==> src/rtl/cnt_bcd_pkg.sv <==
package cnt_bcd_pkg;

  localparam int DIGIT_W = 4;

  typedef enum logic [0:0] {
    ST_IDLE = 1'b0,
    ST_RUN  = 1'b1
  } conv_state_e;

  // largest value representable with the given number of decimal digits
  function automatic int unsigned dec_max(input int unsigned ndig);
    int unsigned v;
    v = 1;
    for (int unsigned i = 0; i < ndig; i++) v = v * 10;
    return v - 1;
  endfunction

endpackage

==> src/rtl/cbc_ctrl.sv <==
module cbc_ctrl
  import cnt_bcd_pkg::*;
(
  input  logic clk,
  input  logic rst,
  input  logic start,
  input  logic match,
  output logic load,
  output logic step,
  output logic finish,
  output logic busy,
  output logic done
);

  conv_state_e state_q;

  assign load   = (state_q == ST_IDLE) && start;
  assign finish = (state_q == ST_RUN) && match;
  assign step   = (state_q == ST_RUN) && !match;
  assign busy   = (state_q == ST_RUN);

  always_ff @(posedge clk) begin
    if (rst) begin
      state_q <= ST_IDLE;
      done    <= 1'b0;
    end else begin
      done <= 1'b0;
      case (state_q)
        ST_IDLE: if (start) state_q <= ST_RUN;
        ST_RUN: begin
          if (match) begin
            state_q <= ST_IDLE;
            done    <= 1'b1;
          end
        end
        default: state_q <= ST_IDLE;
      endcase
    end
  end

endmodule

==> src/rtl/cbc_bin_track.sv <==
module cbc_bin_track
  import cnt_bcd_pkg::*;
#(
  parameter int BIN_W = 10,
  parameter int NDIG  = 3
) (
  input  logic             clk,
  input  logic             rst,
  input  logic             load,
  input  logic             step,
  input  logic [BIN_W-1:0] operand,
  output logic             match
);

  localparam int unsigned MAXV = dec_max(NDIG);
  localparam logic [31:0] MAXV32 = 32'(MAXV);

  logic [BIN_W-1:0] target_q;
  logic [BIN_W-1:0] count_q;
  logic [BIN_W-1:0] clamped;

  // out-of-range operands stop the count at the all-nines value
  always_comb begin
    if (32'(operand) > MAXV32) clamped = MAXV32[BIN_W-1:0];
    else                       clamped = operand;
  end

  always_ff @(posedge clk) begin
    if (rst) begin
      target_q <= '0;
      count_q  <= '0;
    end else if (load) begin
      target_q <= clamped;
      count_q  <= '0;
    end else if (step) begin
      count_q <= count_q + 1'b1;
    end
  end

  assign match = (count_q == target_q);

endmodule

==> src/rtl/cbc_bcd_digit.sv <==
module cbc_bcd_digit
  import cnt_bcd_pkg::*;
(
  input  logic               clk,
  input  logic               rst,
  input  logic               clr,
  input  logic               inc,
  output logic [DIGIT_W-1:0] value,
  output logic               at_nine
);

  always_ff @(posedge clk) begin
    if (rst || clr) begin
      value <= '0;
    end else if (inc) begin
      if (value == DIGIT_W'(9)) value <= '0;
      else                      value <= value + 1'b1;
    end
  end

  assign at_nine = (value == DIGIT_W'(9));

endmodule

==> src/rtl/cnt_bcd_conv.sv <==
module cnt_bcd_conv
  import cnt_bcd_pkg::*;
#(
  parameter int BIN_W = 10,
  parameter int NDIG  = 3
) (
  input  logic                    clk,
  input  logic                    rst,
  input  logic                    start,
  input  logic [BIN_W-1:0]        operand,
  output logic                    busy,
  output logic                    done,
  output logic [NDIG*DIGIT_W-1:0] bcd_out
);

  localparam int OUT_W = NDIG * DIGIT_W;

  logic load, step, finish, match;
  logic [NDIG-1:0]  nine;
  logic [NDIG-1:0]  inc;
  logic [OUT_W-1:0] dec_cnt;

  cbc_ctrl u_ctrl (
    .clk    (clk),
    .rst    (rst),
    .start  (start),
    .match  (match),
    .load   (load),
    .step   (step),
    .finish (finish),
    .busy   (busy),
    .done   (done)
  );

  cbc_bin_track #(.BIN_W(BIN_W), .NDIG(NDIG)) u_bin (
    .clk     (clk),
    .rst     (rst),
    .load    (load),
    .step    (step),
    .operand (operand),
    .match   (match)
  );

  // a digit advances when every lower digit is about to wrap
  for (genvar d = 0; d < NDIG; d++) begin : g_digit
    if (d == 0) begin : g_lsd
      assign inc[d] = step;
    end else begin : g_upper
      assign inc[d] = step && (&nine[d-1:0]);
    end
    cbc_bcd_digit u_dig (
      .clk     (clk),
      .rst     (rst),
      .clr     (load),
      .inc     (inc[d]),
      .value   (dec_cnt[d*DIGIT_W +: DIGIT_W]),
      .at_nine (nine[d])
    );
  end

  always_ff @(posedge clk) begin
    if (rst)         bcd_out <= '0;
    else if (finish) bcd_out <= dec_cnt;
  end

endmodule

==> config.mk <==
export PLATFORM = sky130hd
export DESIGN_NAME = cnt_bcd_conv
export DESIGN_NICKNAME = d
export VERILOG_FILES = /design/src/rtl/cnt_bcd_pkg.sv /design/src/rtl/cbc_ctrl.sv /design/src/rtl/cbc_bin_track.sv /design/src/rtl/cbc_bcd_digit.sv /design/src/rtl/cnt_bcd_conv.sv
export SDC_FILE = /design/constraint.sdc
export NUM_CORES = 1
export LEC_CHECK = 0
export BUFFER_PORTS_ARGS = -buffer_cell sky130_fd_sc_hd__buf_4
export CORE_MARGIN = 5
export CORE_UTILIZATION = 40
export CTS_CLUSTER_DIAMETER = 60
export DETAILED_ROUTE_END_ITERATION = 7
export SLEW_MARGIN = 25
export SYNTH_ARGS = -nofsm -noshare
export SYNTH_HDL_FRONTEND = slang
export SYNTH_SLANG_ARGS = --single-unit
==> constraint.sdc <==
create_clock -name clk -period 2.15 [get_ports clk]
set_clock_uncertainty 0.15 [all_clocks]
set_input_delay 0.3225 -clock clk [delete_from_list [all_inputs] [get_ports clk]]
set_output_delay 0.3225 -clock clk [all_outputs]
set_load 0.05 [all_outputs]
==> metrics list, run 1 <==
- Run status: completed
- CTS tree: built
- Setup violations remaining at the end of the flow were counted as 0.
* Detailed-router iteration count before antenna repair: 4
- Routability-driven placement finished with a final weighted congestion of 0.788.
- In the final layout, the share of cells above drive strength 1 is 0.240.
* Most frequent cells after synthesis: dfxtp_1 (46), nor2_1 (36), nand2_1 (21)
- Number of max-cap violations: 0
* Setup_tns: 0 ps
- The initial antenna violation count was 0.
* Post-synthesis cell type with the largest combined area: dfxtp_1
- For this block, the via count after detailed routing is 1714.
- The number of setup buffers added after CTS is 0.
* Count of unique library cells instantiated by Yosys: 39
* Synth top area cells: dfxtp_1 (45%), mux2i_1 (7.9%), nor2_1 (6.6%)
- IR analysis of the VDD net gives a maximum drop of 0.256 mV.
* Highest achievable clock rate: 0.490 GHz
- Power density normalized to cell area: roughly 650 nW/um^2
- Maximum number of pins on one net before global-route repair: 28
- Detailed placement finished with a half-perimeter wire length of ~3200 um.
- Synthesis produced 234 cells.
- Effective utilization at floorplan: 0.406
* Overall die area: 6620 um^2
* Total clock sinks: 46
* Clk pin slew, worst setup/hold paths: 80 ps
- Wires add up to 4350 um.
- Residual DRC count: 0
* Crit. End Element: register
- The detail route stage leaves a number of antenna-violating nets equal to 0.
* Clock root buffer: clkbuf_8
- The via count of the first global-routing pass is roughly 1600.
- The sequential cells in the finished layout cover a total of 928 um^2.
* Data arrival time of the critical path: between 2000 and 2500 ps
- Number of buffers added to fix hold violations after cts: 0
- Critical path type: register to register
- The min-delay analysis places its worst path in the category primary input to register.
- Number of placed cells counting well taps: approximately 340
- STA classifies the critical path startpoint as a register.
* Count of flip-flops with a built-in enable after synthesis: 0
- After detailed routing, the average wire length per cell comes to ~13 um.
- Together, buffers and inverters on the worst path number 1.
- Port Buffer Count: 26
* Number of buffers inserted during clock tree synthesis: 5
* Total count of max-transition violations in the final report: 0
* Share of the synthesized area in the top cell type: 0.452
- Overall power consumption: roughly 1.6 mW
- The clock reaches the later pin of the worst-skew pair after 300 ps.
- The critical path runs through a total of 6 cells.
* Part of the Yosys area used for sequential elements: 0.452
* DRT iter0 DRCs: 79
* Delay of the slowest critical-path stage: between 400 and 500 ps
* Relative max-transition margin: 0.651
* Final global-route overflow total: 0
* Family with the most delay on the worst path: simple AND/OR/NAND/NOR gates
- The filler cells instantiated in the layout total 513.
- Compared with the post-synthesis result, the final layout area differs by 24.1%.
- Leakage power: 1.08 nW
- Area of the mapped netlist: roughly 2000 um^2
- Tightest Pin Transition: 522 ps
- Critical Path RT: 2220 ps
- The core region is 5010 um^2.
- CTS max path bufs: 2
* CTS H-tree lvls: 2
- Across every metal layer, demand over resource in global routing totals 0.141.
- The worst register-to-register path has a depth of 6.
* Cell breakdown of the critical path: xor2_2 -> nor4_4 -> a31o_1 -> buf_4 -> or4_1 -> a211oi_1
- Along the worst hold path, the cell count comes to 3.
* Final cell count without fillers: 341
- CP Max Fanout: 6
- Portion of the clock cycle consumed by the worst path in the final layout: 0.949
- Fraction of registers with async set/reset: 0
* Global-route wire length before repair: roughly 7300 um
- 27 I/O pins were placed.
- Number of antenna diodes: 0
* Number of synthesized register bits: 46
- Prevailing post-synth register cell: dfxtp_1
- Floorplan die width: 81.3 um
* Height of the die: ~80 um
- Among all stages on the critical path, the largest delay is contributed by or4_1.
- The net count of the finished layout is 286.
* Average via count per standard cell: 5.03
- Combined area of the multi-input logic cells: 1080 um^2
- After floorplanning, the core was divided into 26 placement rows.
- Synthesis produced a netlist with a net count of 248.
* Count leader, synth: dfxtp_1
* Count of warnings emitted by yosys: 0
- Final number of hold-violating endpoints: 0
* Shortest period the worst path allows: roughly 2000 ps
* Final Core Density: 0.504
* Average cell area after synthesis: 8.70 um^2
## tightest hold or removal path, delay by kind of cell
kind	cells	cell delay, ps
buffers and inverters	1	80
AND/OR/NAND/NOR	1	70
AO/OA/AOI/OAI	1	50
## kinds of logic after synthesis
group | count (synthesis) | synth area share
and+or+nand+nor | 94 | 0.230
buffers and inverters | 19 | 0.0412
AOI/OAI and AO/OA | 45 | 0.136
xor gates and xnor gates | 13 | 0.0559
DFF | 46 | 0.452
adders and majority gates | 1 | 0.00615
muxes | 16 | 0.0787
## sequential cells by signal (all words and copies together), names as in the netlist
signal	flops
u_bin.target_q	10
u_bin.count_q	10
u_ctrl.busy	1
bcd_out	12
g_digit.u_dig.value	12
u_ctrl.done	1
## cells in the final DEF (no fill, tap or decap), types with 2 or more instances in the layout
master	instances
buf_4	42
dfxtp_1	40
nor2_1	36
nand2_1	21
a21oi_1	17
mux2i_1	16
inv_1	8
o21ai_0	7
nand3_1	7
xor2_1	6
clkbuf_8	6
dfxtp_2	6
nand4_1	5
or3_1	5
xor2_2	4
a31oi_1	4
or4_1	4
nor3_1	3
xnor2_1	3
nor2b_1	2
a22oi_1	2
a31oi_2	2
nand2b_1	2
a31o_2	2
a211oi_1	2
a21o_1	2
o31ai_1	2
o211ai_1	2
## routing by layer
metal / part of all wire / GRT usage / up-vias
li1: - / - / 898
met1: 0.45 / 0.163 / 776
met2: 0.48 / 0.254 / 33
met3: 0.048 / 0.0410 / 7
met4: 0.018 / 0.0355 / 0
met5: 0 / 0 / -
## where the power goes
| group | internal, mW | total (mW) | switching (mW) |
|---|---|---|---|
| sequential | 0.873 | 0.895 | 0.0222 |
| combinational | 0.0912 | 0.215 | 0.124 |
| clock | 0.248 | 0.521 | 0.273 |
| total | 1.21 | 1.63 | 0.418 |
## metrics by stage
stage          hold WS, ps  cell area (um^2)  setup slack [ps]
2_1_floorplan          298              2040               131
3_3_place_gp           305              2380              32.6
3_5_place_dp           312              2380              30.5
4_1_cts                117              2470              53.4
5_1_grt                122              2530             -7.03
6_report               124              2530               111
## path summary, 6_finish.rpt
path,slack (ps),from,endpoint
setup reg to reg,110,u_bin.count_q[2],g_digit[0].u_dig.value[3]
setup / recovery,110,u_bin.count_q[2],g_digit[0].u_dig.value[3]
hold / removal,120,operand[4],u_bin.target_q[4]
hold reg to reg,330,u_bin.target_q[5],u_bin.target_q[5]
## layout make-up
cell class                 count  share of cell area
tap                           70              0.0347
sequential                    46               0.368
clock buffer                   6              0.0327
timing repair buffer          42               0.125
inverter                       8              0.0119
multi-input combinational    169               0.428
## repair_timing
action                                  in CTS  in global routing
hold endpoints to repair                     0                  0
pin swaps                                    0                  1
endpoints found under the setup margin       1                 21
resized for setup                            1                 12
Note: power is estimated with default switching activity, not from simulation.
==> run 2: changes to the inputs <==
- REMOVE_ABC_BUFFERS: default -> 1
==> run 2 against run 1 <==
  * Flip-flop and latch count is the same
  * Critical path type unchanged
  * Largest power group unchanged
  * Critical endpoint unchanged
  * First-iteration DRC count shrank 10%
  * Sequential share of layout area shrank 0.32 points
  * Sequential power is essentially flat
  * Highest routed layer unchanged
  * Hold slack lost 1.4 ps
==> metrics list, run 2 (synthesized netlist as in run 1, its figures left out) <==
- Average via count per standard cell: 5.08 (was 5.03)
* Number of placed cells counting well taps: 334 (was 335)
- The path class of the lowest-slack min-delay path is primary input to register (unchanged).
- The total via count after detailed routing came to 1739 (was 1714).
- CTS tree: built (unchanged)
- Highest achievable clock rate: 0.484 GHz (was 0.490 GHz)
- The number of H-tree levels came to 2 (unchanged).
* Shortest period the worst path allows: 2070 ps (was 2040 ps)
* Clk pin slew, worst setup/hold paths: 90 ps (was 80 ps)
- Most frequent cells in the layout: buf_4 (41), dfxtp_1 (39), nor2_1 (36) (was buf_4 (42), dfxtp_1 (40), nor2_1 (36)).
- The number of buffers between clock root and the deepest sink came to 2 (unchanged).
* DR WL/cell: 12.7 um (was 12.8 um)
- The routed wire length was 4360 um (was 4350 um).
* Tightest Pin Transition: 490 ps (was 522 ps)
- Internal power contribution: 1.22 mW (was 1.21 mW)
- Effective utilization at floorplan: 0.406 (unchanged)
* Boundary Pins: 27 (unchanged)
* Critical path type: register to register (unchanged)
- The number of fill cells was 523 (was 513).
* Number of buffers inserted during clock tree synthesis: 5 (unchanged)
- Critical Path RT: 2230 ps (was 2220 ps)
* Initial antenna violation count: 0 (unchanged)
* Detailed-router iteration count before antenna repair: 4 (unchanged)
- The worst slew slack as a fraction of its limit came to 0.671 (was 0.651).
- GRT Resource Usage Total: 0.143 (was 0.141)
- Run status: completed (unchanged).
* CP Max Fanout: 9 (was 6)
* Share of final-layout standard cells stronger than drive strength 1: 0.261 (was 0.240)
- The master cell of the clock root buffer is clkbuf_8 (unchanged).
- The count of max-cap constraint violations came to 0 (unchanged).
- Final HPWL DP: 3080 um (was 3220 um)
- Via count of the first global-routing pass: 1573 (was 1647)
- The worst stage delay on the critical path is 480 ps (was 460 ps).
* Core area: 5010 um^2 (unchanged)
- The number of remaining DRC errors came to 0 (unchanged).
- The sum of buffers and inverters on the critical path came to 1 (unchanged).
* Number of antenna diodes: 0 (unchanged)
- The final weighted congestion of routability-driven global placement was 0.770 (was 0.788).
* VDD IR max: 0.260 mV (was 0.256 mV)
* Height of the die: 81.3 um (unchanged)
- Critical path's slowest cell: or4_4 (was or4_1)
- Overall power consumption: 1.66 mW (was 1.63 mW)
- The share of total power in the clock network was 0.329 (was 0.319).
- The final count of negative-setup-slack endpoints is 0 (unchanged).
* Total clock sinks: 46 (unchanged)
* Crit. End Element: register (unchanged)
- Final global-route overflow total: 0 (unchanged)
* Clock latency reported for the late side of the worst-skew pair: 300 ps (about the same)
- Final number of hold-violating endpoints: 0 (unchanged)
- Final Core Density: 0.511 (was 0.504)
- The count of port buffers added during placement came to 26 (unchanged).
- The horizontal die dimension is 81.3 um (unchanged).
- Net switching power of the design: 0.436 mW (was 0.418 mW)
- Biggest regs: bcd_out: 12 flops, g_digit.u_dig.value: 12 flops (unchanged)
- Final cell count without fillers: 342 (was 341)
- Share of power burned in combinational logic: 0.134 (was 0.132)
- The number of standard-cell rows in the floorplan is 26 (unchanged).
- Overall die area: 6620 um^2 (unchanged)
- The kind of start point of the critical path is a register (unchanged).
* Family with the most delay on the worst path: simple AND/OR/NAND/NOR gates (unchanged)
* Cell breakdown of the critical path: xor2_1 -> nor4_4 -> a31o_1 -> buf_4 -> or4_4 -> a211oi_2 (was xor2_2 -> nor4_4 -> a31o_1 -> buf_4 -> or4_1 -> a211oi_1)
- The number of buffers added for setup after CTS is 0 (unchanged).
- The number of antenna-violating nets in the routed design came to 0 (unchanged).
* Relative area change from synthesis to final layout: 25.7% (was 24.1%)
* Worst setup slack after layout: 84.2 ps (was 111 ps)
- Portion of the clock cycle consumed by the worst path in the final layout: 0.961 (was 0.949)
* Unrepaired setup endpoints after global routing: false
* DRT iter0 DRCs: 71 (was 79)
- Sequential share of power: 0.538 (was 0.549)
- Switching power share of the total: 0.263 (was 0.257)
- The number of nets at the end of the flow was 285 (was 286).
* Post-Route Hold Slack: 123 ps (was 124 ps)
- The leakage power of the design is 1.08 nW (about the same).
- Pre-CTS setup slack: 72.3 ps (was 30.5 ps)
- The commonest non-fill, non-tap cell in the layout is buf_4 (unchanged).
- Maximum number of pins on one net before global-route repair: 28 (unchanged)
- The first-pass GRT wire length was 7270 um (about the same).
* Data arrival time of the critical path: 2150 ps (was 2110 ps)
- The power per cell area came to 648 nW/um^2 (was 646 nW/um^2).
- The number of pins with negative max-slew slack in the final report was 0 (unchanged).
run 2: repair_timing:
| action | 4_1_cts | 5_1_grt |
|---|---|---|
| setup endpoints to repair | 0 | 10 |
| hold buffers | 0 | 0 |
| gates resized for setup | 0 | 19 |
run 2: power by group through the flow:
| stage | combinational (mW) | clock (mW) | sequential [mW] |
|---|---|---|---|
| 2_1_floorplan | 0.108 | 0 | 0.917 |
| 3_3_place_gp | 0.209 | 0 | 0.908 |
| 3_5_place_dp | 0.209 | 0 | 0.909 |
| 4_1_cts | 0.211 | 0.567 | 0.889 |
| 5_1_grt | 0.246 | 0.595 | 0.895 |
| 6_report | 0.222 | 0.545 | 0.892 |
run 2: layer usage:
layer | wire length (um) | vias to the layer above | track usage
met4 | 70 | 0 | 0.0642
met3 | 181 | 6 | 0.0366
met5 | 0 | - | 0
met1 | 2120 | 806 | 0.188
li1 | - | 891 | -
met2 | 1980 | 36 | 0.218
run 2: final timing paths:
check                         start                         to  slack [ps]  depth (start not counted)
setup / recovery  u_bin.target_q[4]  g_digit[0].u_dig.value[3]          80                          6
hold / removal           operand[8]          u_bin.target_q[8]         120                          3
setup reg to reg  u_bin.target_q[4]  g_digit[0].u_dig.value[3]          80                          6
hold reg to reg   u_bin.target_q[5]          u_bin.target_q[5]         320                          2
run 2: metrics by stage:
| stage | TNS [ps] | area (um^2) |
|---|---|---|
| after global routing | 0 | 2560 |
| after CTS | 0 | 2470 |
| after floorplan | -178 | 1980 |
| after detailed placement | 0 | 2380 |
| final | 0 | 2560 |
| after global placement | 0 | 2380 |
run 2: worst min-delay path, cell delays in order:
cell	delay (ps)
buf_4	110
nand2_1	50
a21oi_1	50
run 2: layout make-up:
cell class	count	area, um^2	area share
Clock buffer	6	82.6	0.0323
Clock inverter	2	12.5	0.00489
Inverter	8	30.0	0.0117
Multi-Input combinational cell	169	1110	0.432
Sequential cell	46	932	0.364
Tap cell	70	87.6	0.0342
Timing Repair Buffer	41	308	0.120
==> run 3: changes to the inputs <==
- CORE_UTILIZATION: 40 -> 45
==> run 3 against run 2 <==
  * Sequential share of layout area down 0.35 points
  * Worst setup slack better by 16 ps
  * Critical endpoint is now u_bin.count_q[8]
  * Global-route usage up 1.1 points
  * First-iteration DRC count up 87%
==> metrics list, run 3 (synthesized netlist as in run 1, its figures left out) <==
- The total chip power was 1.74 mW (was 1.66 mW).
- Height of the die: 77.3 um (was 81.3 um)
* CTS H-tree lvls: 2 (unchanged)
- The slowest cell on the critical path is or4_1 (was or4_4).
- Final Setup Violations: 0 (unchanged)
* Setup_tns: 0 ps (unchanged)
- CTS max path bufs: 2 (unchanged)
* Launching element type of the critical path: register (unchanged)
- HP Class: primary input to register (unchanged)
- The first-pass GRT wire length was 7510 um (was 7270 um).
* DRT iter0 DRCs: 133 (was 71)
- The register share of total power was 0.509 (was 0.538).
* Most frequent CP cell: buf_4
- Number of nets in the final layout: 292 (was 285)
- Number of buffers inserted during clock tree synthesis: 5 (unchanged)
- Leakage power: 1.12 nW (was 1.08 nW)
- Clock root buffer: clkbuf_8 (unchanged)
* Highest achievable clock rate: 0.488 GHz (was 0.484 GHz)
* DR WL/cell: 13.1 um (was 12.7 um)
- GRT Resource Usage Total: 0.154 (was 0.143)
* Delay of the slowest critical-path stage: 500 ps (was 480 ps)
- Clk pin slew, worst setup/hold paths: 80 ps (was 90 ps)
- The share of the clock period used by the worst path after layout was 0.953 (was 0.961).
* Detailed-router iteration count before antenna repair: 4 (unchanged)
* Clock network fraction of design power: 0.358 (was 0.329)
- Critical Path RT: 2230 ps (about the same)
- Final global-route overflow total: 0 (unchanged)
- The final number of hold-violating endpoints came to 0 (unchanged).
* Relative area change from synthesis to final layout: 25.9% (was 25.7%)
- The post-detailed-placement half-perimeter wirelength was 3170 um (was 3080 um).
* Average via count per standard cell: 5.24 (was 5.08)
- Num rows: 24 (was 26)
- The CTS tree was built (unchanged).
- Combined area of the multi-input logic cells: 1080 um^2 (was 1110 um^2)
- The worst slew slack as a fraction of its limit was 0.655 (was 0.671).
- The proportion of layout cells with a drive suffix above 1 was 0.240 (was 0.261).
- Number of max-cap violations: 0 (unchanged)
- The largest net degree at the start of global routing came to 28 (unchanged).
- The area taken by flip-flops and latches came to 925 um^2 (was 932 um^2).
- The commonest non-fill, non-tap cell in the layout is buf_4 (unchanged).
- Number of vias in the routed layout: 1736 (was 1739)
* Number of fill cells in the layout: 421 (was 523)
- Most frequent cells in the layout: buf_4 (48), dfxtp_1 (43), nor2_1 (36) (was buf_4 (41), dfxtp_1 (39), nor2_1 (36)).
* Port Buffer Count: 26 (unchanged)
* Total clock sinks: 46 (unchanged)
- Internal power contribution: 1.32 mW (was 1.22 mW)
- Overall die area: 5970 um^2 (was 6620 um^2)
* Residual DRC count: 0 (unchanged)
* Shortest period the worst path allows: 2050 ps (was 2070 ps)
* Final Core Density: 0.584 (was 0.511)
* Clock latency reported for the late side of the worst-skew pair: 290 ps (was 300 ps)
* Crit. End Element: register (unchanged)
- Critical path type: register to register (unchanged)
- Effective utilization at floorplan: 0.464 (was 0.406)
* Biggest regs: bcd_out: 12 flops, g_digit.u_dig.value: 12 flops (unchanged)
- The I/O pin count was 27 (unchanged).
- The final weighted congestion of routability-driven global placement was 0.813 (was 0.770).
* Number of buffers added to fix hold violations after cts: 0 (unchanged)
* Pre-CTS setup slack: 30.4 ps (was 72.3 ps)
- Switching power share of the total: 0.243 (was 0.263)
- Wire length reported by the detailed router: 4320 um (was 4360 um)
- The power per cell area came to 679 nW/um^2 (was 648 nW/um^2).
- Total count of max-transition violations in the final report: 0 (unchanged)
* Via count of the first global-routing pass: 1590 (was 1573)
* VDD IR max: 0.381 mV (was 0.260 mV)
- Initial antenna violation count: 0 (unchanged)
- Number of antenna diodes: 0 (unchanged)
- CP Max Fanout: 10 (was 9)
- The arrival time at the worst endpoint came to 2130 ps (was 2150 ps).
- Run status: completed (unchanged).
- The core outline area came to 4380 um^2 (was 5010 um^2).
* Floorplan die width: 77.3 um (was 81.3 um)
- The number of antenna-violating nets in the routed design was 0 (unchanged).
- Cell breakdown of the critical path: xor2_1 -> nor4_2 -> buf_4 -> a31o_4 -> buf_4 -> or4_1 -> a21oi_1 (was xor2_1 -> nor4_4 -> a31o_1 -> buf_4 -> or4_4 -> a211oi_2)
- The slew of the pin with the lowest slew margin came to 516 ps (was 490 ps).
* Worst setup slack after layout: 100 ps (was 84.2 ps)
- Share of power burned in combinational logic: 0.133 (was 0.134)
- Net switching power of the design: 0.422 mW (was 0.436 mW)
[run 3: cell types whose count changed in the layout (fill, tap and decap cells not counted), moves of 2 or more]
cell,before,now
buf_4,41,48
dfxtp_1,39,43
xor2_1,4,8
xor2_2,6,2
dfxtp_2,6,3
clkbuf_1,0,2
[run 3: worst max-delay path, delay by kind of cell (launching register included)]
kind | cells | cell delay, ps
and+or+nand+nor | 2 | 550
buffers and inverters | 2 | 320
AOI/OAI and AO/OA | 2 | 400
xor gates and xnor gates | 1 | 190
DFF | 1 | 370
[run 3: layer usage]
metal	vias up	global-route usage	wire, um
met3	6	0.0445	177
met4	0	0.0464	62
met1	799	0.216	2210
met5	-	0	0
li1	905	-	-
met2	26	0.226	1880
[run 3: final timing paths]
check                                        from                 to  slack, ps  cells after the start
worst max-delay path             u_bin.count_q[7]   u_bin.count_q[8]        100                      7
worst min-delay path                   operand[4]  u_bin.target_q[4]        130                      3
worst max register to register   u_bin.count_q[7]   u_bin.count_q[8]        100                      7
worst min register to register  u_bin.target_q[9]  u_bin.target_q[9]        320                      2
[run 3: power groups by stage]
stage               combinational (mW)  sequential, mW  clock (mW)
finish                           0.231           0.887       0.623
global route                     0.256           0.889       0.688
CTS                              0.220           0.885       0.641
detailed placement               0.217           0.906           0
global placement                 0.216           0.905           0
floorplan                        0.108           0.917           0
[run 3: through the flow]
| step | instance area [um^2] | hold slack, ps | std cells |
|---|---|---|---|
| global route | 2560 | 116 | 331 |
| finish | 2560 | 126 | 331 |
| global placement | 2410 | 306 | 323 |
| detailed placement | 2410 | 312 | 323 |
| CTS | 2520 | 117 | 331 |
| floorplan | 1980 | 242 | 223 |
[run 3: area by class of cell]
| class | instances | area share |
|---|---|---|
| clock inverter | 1 | 0.0117 |
| tap | 52 | 0.0254 |
| clock buffer | 7 | 0.0298 |
| timing repair buffer | 48 | 0.141 |
| inverter | 8 | 0.0117 |
| multi-input combinational | 169 | 0.420 |
| sequential | 46 | 0.361 |
[run 3: timing repair]
action	in CTS	in global routing
setup endpoints to repair	1	13
setup buffers	0	0
pin swaps	0	0
resized for setup	1	8
